## src/rtl/sgdma_pkg.sv

```systemverilog
package sgdma_pkg;
  typedef enum logic [1:0] {
    SEQ_IDLE    = 2'd0,
    SEQ_DESC_LO = 2'd1,
    SEQ_DESC_HI = 2'd2,
    SEQ_MOVE    = 2'd3
  } seq_state_e;

  localparam logic [1:0] RA_CMD  = 2'd0;
  localparam logic [1:0] RA_STAT = 2'd1;
  localparam logic [1:0] RA_TBL  = 2'd2;

  localparam int CMD_START_BIT = 0;
  localparam int CMD_DIR_BIT   = 3;
  localparam int ST_ACT_BIT    = 0;
  localparam int ST_ERR_BIT    = 1;
  localparam int ST_IRQ_BIT    = 2;
  localparam int DESC_EOT_BIT  = 31;
endpackage

```

## src/rtl/sgdma_regs.sv

```systemverilog
module sgdma_regs
  import sgdma_pkg::*;
#(
  parameter int ADDR_W = 32
) (
  input  logic              clk,
  input  logic              rst_n,
  input  logic              reg_wr,
  input  logic [1:0]        reg_addr,
  input  logic [31:0]       reg_wdata,
  output logic [31:0]       reg_rdata,
  input  logic              active,
  input  logic              err_set,
  input  logic              dev_irq,
  output logic              start,
  output logic              dir,
  output logic [ADDR_W-1:0] tbl_ptr,
  output logic              go,
  output logic              stop,
  output logic              err_st,
  output logic              irq_st
);
  logic              start_q, start_d, dir_q, dir_d, err_q, err_d, irq_q, irq_d;
  logic              irq_in_q;
  logic [ADDR_W-1:0] tbl_q, tbl_d;
  logic              cmd_wr, stat_wr, tbl_wr, irq_rise;

  always_comb begin
    cmd_wr   = reg_wr && (reg_addr == RA_CMD);
    stat_wr  = reg_wr && (reg_addr == RA_STAT);
    tbl_wr   = reg_wr && (reg_addr == RA_TBL);
    irq_rise = dev_irq && !irq_in_q;
    go       = cmd_wr && reg_wdata[CMD_START_BIT] && !start_q;
    stop     = cmd_wr && !reg_wdata[CMD_START_BIT] && start_q;

    start_d = start_q;
    dir_d   = dir_q;
    tbl_d   = tbl_q;
    err_d   = err_q;
    irq_d   = irq_q;
    if (cmd_wr) begin
      start_d = reg_wdata[CMD_START_BIT];
      if (!start_q) dir_d = reg_wdata[CMD_DIR_BIT];
    end
    if (tbl_wr) tbl_d = {reg_wdata[ADDR_W-1:2], 2'b00};
    if (stat_wr && reg_wdata[ST_ERR_BIT]) err_d = 1'b0;
    if (err_set) err_d = 1'b1;
    if (stat_wr && reg_wdata[ST_IRQ_BIT]) irq_d = 1'b0;
    if (irq_rise && start_q && !err_q && !err_set) irq_d = 1'b1;
  end

  always_ff @(posedge clk or negedge rst_n) begin
    if (!rst_n) begin
      start_q  <= 1'b0;
      dir_q    <= 1'b0;
      tbl_q    <= '0;
      err_q    <= 1'b0;
      irq_q    <= 1'b0;
      irq_in_q <= 1'b0;
    end else begin
      if (cmd_wr) start_q <= start_d;
      if (cmd_wr) dir_q   <= dir_d;
      if (tbl_wr) tbl_q   <= tbl_d;
      err_q    <= err_d;
      irq_q    <= irq_d;
      irq_in_q <= dev_irq;
    end
  end

  always_comb begin
    reg_rdata = '0;
    case (reg_addr)
      RA_CMD: begin
        reg_rdata[CMD_START_BIT] = start_q;
        reg_rdata[CMD_DIR_BIT]   = dir_q;
      end
      RA_STAT: begin
        reg_rdata[ST_ACT_BIT] = active;
        reg_rdata[ST_ERR_BIT] = err_q;
        reg_rdata[ST_IRQ_BIT] = irq_q;
      end
      RA_TBL:  reg_rdata = 32'(tbl_q);
      default: reg_rdata = '0;
    endcase
  end

  assign start   = start_q;
  assign dir     = dir_q;
  assign tbl_ptr = tbl_q;
  assign err_st  = err_q;
  assign irq_st  = irq_q;
endmodule

```

## src/rtl/sgdma_seq.sv

```systemverilog
module sgdma_seq
  import sgdma_pkg::*;
#(
  parameter int ADDR_W = 32,
  parameter int DATA_W = 32,
  parameter int LEN_W  = 16
) (
  input  logic              clk,
  input  logic              rst_n,
  input  logic              go,
  input  logic              stop,
  input  logic              dir,
  input  logic [ADDR_W-1:0] tbl_ptr,
  input  logic              mem_ack,
  input  logic              mem_err,
  input  logic [DATA_W-1:0] mem_rdata,
  input  logic              dev_req,
  output logic              active,
  output logic              err_set,
  output logic              mem_req,
  output logic              mem_we,
  output logic [ADDR_W-1:0] mem_addr,
  output logic              dev_ack
);
  localparam int                CNT_W     = LEN_W + 1;
  localparam logic [CNT_W-1:0]  STEP_C    = CNT_W'(DATA_W / 8);
  localparam logic [ADDR_W-1:0] STEP_A    = ADDR_W'(DATA_W / 8);
  localparam logic [ADDR_W-1:0] HI_OFF    = ADDR_W'(4);
  localparam logic [ADDR_W-1:0] DESC_SIZE = ADDR_W'(8);
  localparam logic [CNT_W-1:0]  FULL_LEN  = {1'b1, {LEN_W{1'b0}}};

  seq_state_e        state_q, state_d;
  logic [ADDR_W-1:0] fptr_q, fptr_d, base_q, base_d;
  logic [CNT_W-1:0]  cnt_q, cnt_d;
  logic              eot_q, eot_d;
  logic [LEN_W-1:0]  desc_len;
  logic              beat_done, fetching;

  always_comb begin
    fetching  = (state_q == SEQ_DESC_LO) || (state_q == SEQ_DESC_HI);
    mem_req   = fetching || ((state_q == SEQ_MOVE) && dev_req);
    mem_we    = (state_q == SEQ_MOVE) && dir;
    mem_addr  = (state_q == SEQ_MOVE)    ? base_q :
                (state_q == SEQ_DESC_HI) ? fptr_q + HI_OFF : fptr_q;
    beat_done = (state_q == SEQ_MOVE) && dev_req && mem_ack;
    dev_ack   = beat_done;
    err_set   = mem_req && mem_err;
    active    = (state_q != SEQ_IDLE);
    desc_len  = mem_rdata[LEN_W-1:0];
  end

  always_comb begin
    state_d = state_q;
    fptr_d  = fptr_q;
    base_d  = base_q;
    cnt_d   = cnt_q;
    eot_d   = eot_q;
    if (stop || err_set) begin
      state_d = SEQ_IDLE;
    end else begin
      case (state_q)
        SEQ_IDLE: if (go) begin
          fptr_d  = tbl_ptr;
          state_d = SEQ_DESC_LO;
        end
        SEQ_DESC_LO: if (mem_ack) begin
          base_d  = {mem_rdata[ADDR_W-1:1], 1'b0};
          state_d = SEQ_DESC_HI;
        end
        SEQ_DESC_HI: if (mem_ack) begin
          cnt_d   = (desc_len == '0) ? FULL_LEN : {1'b0, desc_len};
          eot_d   = mem_rdata[DESC_EOT_BIT];
          fptr_d  = fptr_q + DESC_SIZE;
          state_d = SEQ_MOVE;
        end
        SEQ_MOVE: if (beat_done) begin
          base_d = base_q + STEP_A;
          if (cnt_q <= STEP_C) begin
            cnt_d   = '0;
            state_d = eot_q ? SEQ_IDLE : SEQ_DESC_LO;
          end else begin
            cnt_d = cnt_q - STEP_C;
          end
        end
        default: state_d = SEQ_IDLE;
      endcase
    end
  end

  always_ff @(posedge clk or negedge rst_n) begin
    if (!rst_n) begin
      state_q <= SEQ_IDLE;
      fptr_q  <= '0;
      base_q  <= '0;
      cnt_q   <= '0;
      eot_q   <= 1'b0;
    end else begin
      state_q <= state_d;
      fptr_q  <= fptr_d;
      base_q  <= base_d;
      cnt_q   <= cnt_d;
      eot_q   <= eot_d;
    end
  end
endmodule

```

## src/rtl/sgdma_engine.sv

```systemverilog
module sgdma_engine
  import sgdma_pkg::*;
#(
  parameter int ADDR_W = 32,
  parameter int DATA_W = 32,
  parameter int LEN_W  = 16
) (
  input  logic              clk,
  input  logic              rst_n,
  input  logic              reg_wr,
  input  logic [1:0]        reg_addr,
  input  logic [31:0]       reg_wdata,
  output logic [31:0]       reg_rdata,
  output logic              mem_req,
  output logic              mem_we,
  output logic [ADDR_W-1:0] mem_addr,
  output logic [DATA_W-1:0] mem_wdata,
  input  logic [DATA_W-1:0] mem_rdata,
  input  logic              mem_ack,
  input  logic              mem_err,
  input  logic              dev_req,
  output logic              dev_ack,
  input  logic [DATA_W-1:0] dev_wdata,
  output logic [DATA_W-1:0] dev_rdata,
  input  logic              dev_irq
);
  logic              rst_meta, rst_sync;
  logic              start_w, dir_w, go_w, stop_w, err_w, irq_w, active_w, err_set_w;
  logic [ADDR_W-1:0] tbl_w;

  always_ff @(posedge clk or negedge rst_n) begin
    if (!rst_n) begin
      rst_meta <= 1'b0;
      rst_sync <= 1'b0;
    end else begin
      rst_meta <= 1'b1;
      rst_sync <= rst_meta;
    end
  end

  sgdma_regs #(.ADDR_W(ADDR_W)) u_regs (
    .clk(clk), .rst_n(rst_sync),
    .reg_wr(reg_wr), .reg_addr(reg_addr), .reg_wdata(reg_wdata), .reg_rdata(reg_rdata),
    .active(active_w), .err_set(err_set_w), .dev_irq(dev_irq),
    .start(start_w), .dir(dir_w), .tbl_ptr(tbl_w), .go(go_w), .stop(stop_w),
    .err_st(err_w), .irq_st(irq_w)
  );

  sgdma_seq #(.ADDR_W(ADDR_W), .DATA_W(DATA_W), .LEN_W(LEN_W)) u_seq (
    .clk(clk), .rst_n(rst_sync),
    .go(go_w), .stop(stop_w), .dir(dir_w), .tbl_ptr(tbl_w),
    .mem_ack(mem_ack), .mem_err(mem_err), .mem_rdata(mem_rdata), .dev_req(dev_req),
    .active(active_w), .err_set(err_set_w),
    .mem_req(mem_req), .mem_we(mem_we), .mem_addr(mem_addr), .dev_ack(dev_ack)
  );

  assign mem_wdata = dev_wdata;
  assign dev_rdata = mem_rdata;
endmodule

```

## config.mk

```make
export PLATFORM = sky130hd
export DESIGN_NAME = sgdma_engine
export DESIGN_NICKNAME = d
export VERILOG_FILES = /design/src/rtl/sgdma_pkg.sv /design/src/rtl/sgdma_regs.sv /design/src/rtl/sgdma_seq.sv /design/src/rtl/sgdma_engine.sv
export SDC_FILE = /design/constraint.sdc
export NUM_CORES = 1
export LEC_CHECK = 0
export BUFFER_PORTS_ARGS = -buffer_cell sky130_fd_sc_hd__buf_4
export CAP_MARGIN = 20
export CORE_AREA = 2 2 133 161
export CTS_CLUSTER_SIZE = 16
export DETAILED_ROUTE_END_ITERATION = 6
export DIE_AREA = 0 0 135 163
export PLACE_DENSITY = 0.66
export SLEW_MARGIN = 20
export SYNTH_ARGS = -nofsm -noshare
export SYNTH_HDL_FRONTEND = slang
export SYNTH_SLANG_ARGS = --single-unit
```

## constraint.sdc

```tcl
create_clock -name clk -period 4.4 [get_ports clk]
set_input_delay 0 -clock clk [delete_from_list [all_inputs] [get_ports clk]]
set_output_delay 0 -clock clk [all_outputs]
set_load 0.05 [all_outputs]
```

==> metrics <==
clock power share 0.185; Max Cap Violations 0; Multi-input gate area roughly 4600 um^2; Flop pwr share 0.306; Non-Filler Cell Area, Final 10,700 um^2; core footprint around 21,000 um^2; cell taking the most area after synthesis dfrtp_1; CTS clk-pin slew, worst paths 0.06 ns; R2R Setup Slk 1.35 ns; Final GP Congestion a little over 0.9; starting density of the core 0.410; setup TNS 0 ns; post-synth top area share 0.350; CTS tree done; DIE HEIGHT 163 um; crit path DAT around 3.2 ns; most frequent cell after synthesis dfrtp_1; diodes inserted 0; P_sw 3.59 mW; overall routing resource usage 0.243; Worst Hold Class in2out; via count 8,196; Final HPWL DP 18,800 um; Buffers on Ports 170; final net count approximately 1,200; peak supply drop 0.000563 V; Unique masters post-synth 82; CTS resizes 0; Post-Place Worst Slack 1.36 ns; Syn Std Cell Area ~8400 um^2; Area after DPL 9400 um^2; Row Count 58; WL final between 20,000 and 30,000 um; Routed Antenna Nets 0; number of flops mapped to enable cells by yosys 0; Fillers about 1,900; Hold Crit Depth 0; Commonest cells post-synth dfrtp_1 (118), nand2_1 (105), buf_4 (65), o21ai_0 (60), a21oi_1 (50); DRC viols 0; Area Growth Syn to Fin 26.3%; CP Class reg2out; Critical Path Max Stage Delay 0.67 ns; RSZ-0062 raised after global routing false; Via-to-Cell Ratio 5.82; Worst Path Buf+Inv 1; setup repair bufs after CTS 0; Leak roughly 4.4 nW; sequential share of the synthesized area 0.350; status finished, final reports clean; crit path max-delay cell type nor4_4; total die area approximately 22,000 um^2; Setup WS post-layout 1.25 ns; maximum achievable frequency 0.317 GHz; final hold violations 0; Critical Path Source Type flop; grt total ovfl 0; Synthesized Nets around 1,100; Comb pwr share 0.509; Tmin final 3.15 ns; Reg area around 3000 um^2; Cell Pwr Density 677 nW/um^2; Slew Limit Fails 0; prevailing post-synth register cell dfrtp_1; Ys Warns 0; Pint around 3.6 mW; worst skew pair latency 0.42 ns; worst path required time between 4 and 5 ns; CTS H-tree depth 4; r2r endpoint u_seq.fptr_q[14]$_DFFE_PN0P_; final setup fails 0; syn_area_per_cell 8.56 um^2; FFs w/ async S/R, synth 1.00; cells after synthesis just under 1,000; hold-fix buffers at CTS 68; largest net degree at the start of global routing 75; sw frac 0.497; Num CTS Buffers 17; router iterations before antenna repair 6; cell chain of the critical path ha_1 -> nand4_1 -> nor4_4 -> nand3_1 -> xor2_1 -> o21ai_0 -> buf_4; Slew HR 0.265; die width between 100 and 150 um; top cells by area, synth dfrtp_1 (35%), buf_4 (5.8%), mux2_2 (5.2%), nand2_1 (4.7%), o21ai_0 (3.6%); first-pass GRT wire length between 40,000 and 50,000 um; Max Root-Sink Buffers 2; family with the most delay on the worst path simple AND/OR/NAND/NOR gates; share of layout cells above drive strength 1 0.244; CTS root buffer clkbuf_16; vias in the first global route 7,686; worst hold path endpoint mem_wdata[26]; Slew @ Worst Pin 1.10 ns; #FFs+latches synth 118; CP max FO 14; Worst setup EP type output port; Sink Count 118; initial antenna violation count 0; Starting DRT DRC Count 962; routed len/inst 18.9 um; Critical R2R Launch u_seq.state_q[0]$_DFFE_PN0P_; Worst Skew 0.0121 ns; fin crit share 0.716; hold path start dev_wdata[26]; Reg2Reg Depth 8; number of top-level pins approximately 240
cell families after synthesis:
kind of cell,Yosys count,synth area share
XOR/XNOR,29,0.0301
AO/OA/AOI/OAI,238,0.189
flip-flops,118,0.350
AND/OR/NAND/NOR,382,0.247
buffers and inverters,157,0.102
multiplexers,46,0.0605
other,2,0.000890
adder cells (fa/ha/maj),14,0.0208
metal layers:
metal  global-route usage  vias up  routed length (um)
li1                     -     3837                   -
met1                0.320     3959               11000
met2                0.399      352               12900
met3               0.0411       48                1870
met4               0.0933        0                 860
met5                    0        -                   0
layout by cell type, fill, tap and decap left out, types with 5 or more instances in the layout:
master         count
or3_1              7
a211oi_1           5
dfrtp_1          117
a2bb2oi_1          8
a21oi_1           50
nor2b_1            6
nand2b_1           5
ha_1              12
and4_1            15
o211ai_1          12
a22oi_1            7
nor2_1            45
mux2i_1            6
and2_1            36
mux2_2            39
dlygate4sd3_1     68
nand4_1           27
buf_4            182
xor2_1            17
a32oi_1            5
o21ai_0           60
nand2_1          105
nor4_1            13
o22ai_1           19
nand3_1           43
or4_1              5
clkbuf_16         17
nor3_1            38
a31oi_1           11
inv_1             25
xnor2_1           12
and3_1            14
power by group through the flow:
stage                     Clock (mW)  Sequential, mW  Combinational (mW)
after floorplan                    0            1.89                2.88
final                           1.34            2.21                3.67
after global routing            1.41            2.28                3.95
after CTS                       1.36            2.19                3.65
after detailed placement           0            2.20                3.58
after global placement             0            2.19                3.53
area by class of cell:
class / count / area share
multi-input cells: 711 / 0.436
clock buffers: 20 / 0.0419
flip-flops and latches: 118 / 0.277
repair buffers: 250 / 0.192
clock inverters: 12 / 0.0114
inverters: 27 / 0.00951
well taps: 270 / 0.0317
metrics by stage:
| step | utilization | hold slack, ns | total power, mW | std cells |
|---|---|---|---|---|
| floorplan | - | -0.296 | 4.77 | 986 |
| global placement | 0.456 | -0.214 | 5.72 | 1308 |
| detailed placement | 0.456 | -0.213 | 5.78 | 1308 |
| CTS | 0.517 | 0.000341 | 7.19 | 1408 |
| global route | 0.517 | 0.0000732 | 7.64 | 1408 |
| finish | 0.517 | 0.0000193 | 7.22 | 1408 |
state kept, by name (all words and copies together) (netlist names):
register,flops
u_regs.irq_st,1
u_regs.dir,1
u_seq.cnt_q,17
u_regs.err_st,1
u_seq.state_q,2
u_seq.eot_q,1
u_regs.tbl_ptr,30
u_seq.base_q,31
u_regs.start,1
rst_sync,1
rst_meta,1
u_regs.irq_in_q,1
u_seq.fptr_q,30
worst reg2reg max path, stage by stage (launching register included):
cell and delay (ns):
dfrtp_1 0.41, inv_1 0.12, ha_1 0.36, a21oi_4 0.20, inv_2 0.08, a221oi_2 0.44
and2_1 0.93, nand2_1 0.13, a22o_1 0.27
worst max-delay path by stage:
stage                     depth (start not counted)                    startpoint  slack [ns]                           end
after floorplan                                   0            rst_sync$_DFF_PN0_        0.87        u_regs.dir$_DFFE_PN0P_
final                                             7   u_seq.fptr_q[3]$_DFFE_PN0P_        1.25                  mem_addr[31]
after CTS                                         7   u_seq.fptr_q[3]$_DFFE_PN0P_        1.24                  mem_addr[31]
after global routing                              8  u_seq.state_q[0]$_DFFE_PN0P_        1.03                  mem_addr[23]
after detailed placement                          8  u_seq.state_q[0]$_DFFE_PN0P_        1.36  u_seq.fptr_q[30]$_DFFE_PN0P_
after global placement                            8  u_seq.state_q[0]$_DFFE_PN0P_        1.45  u_seq.fptr_q[31]$_DFFE_PN0P_
(Power assumes the default switching activity.)
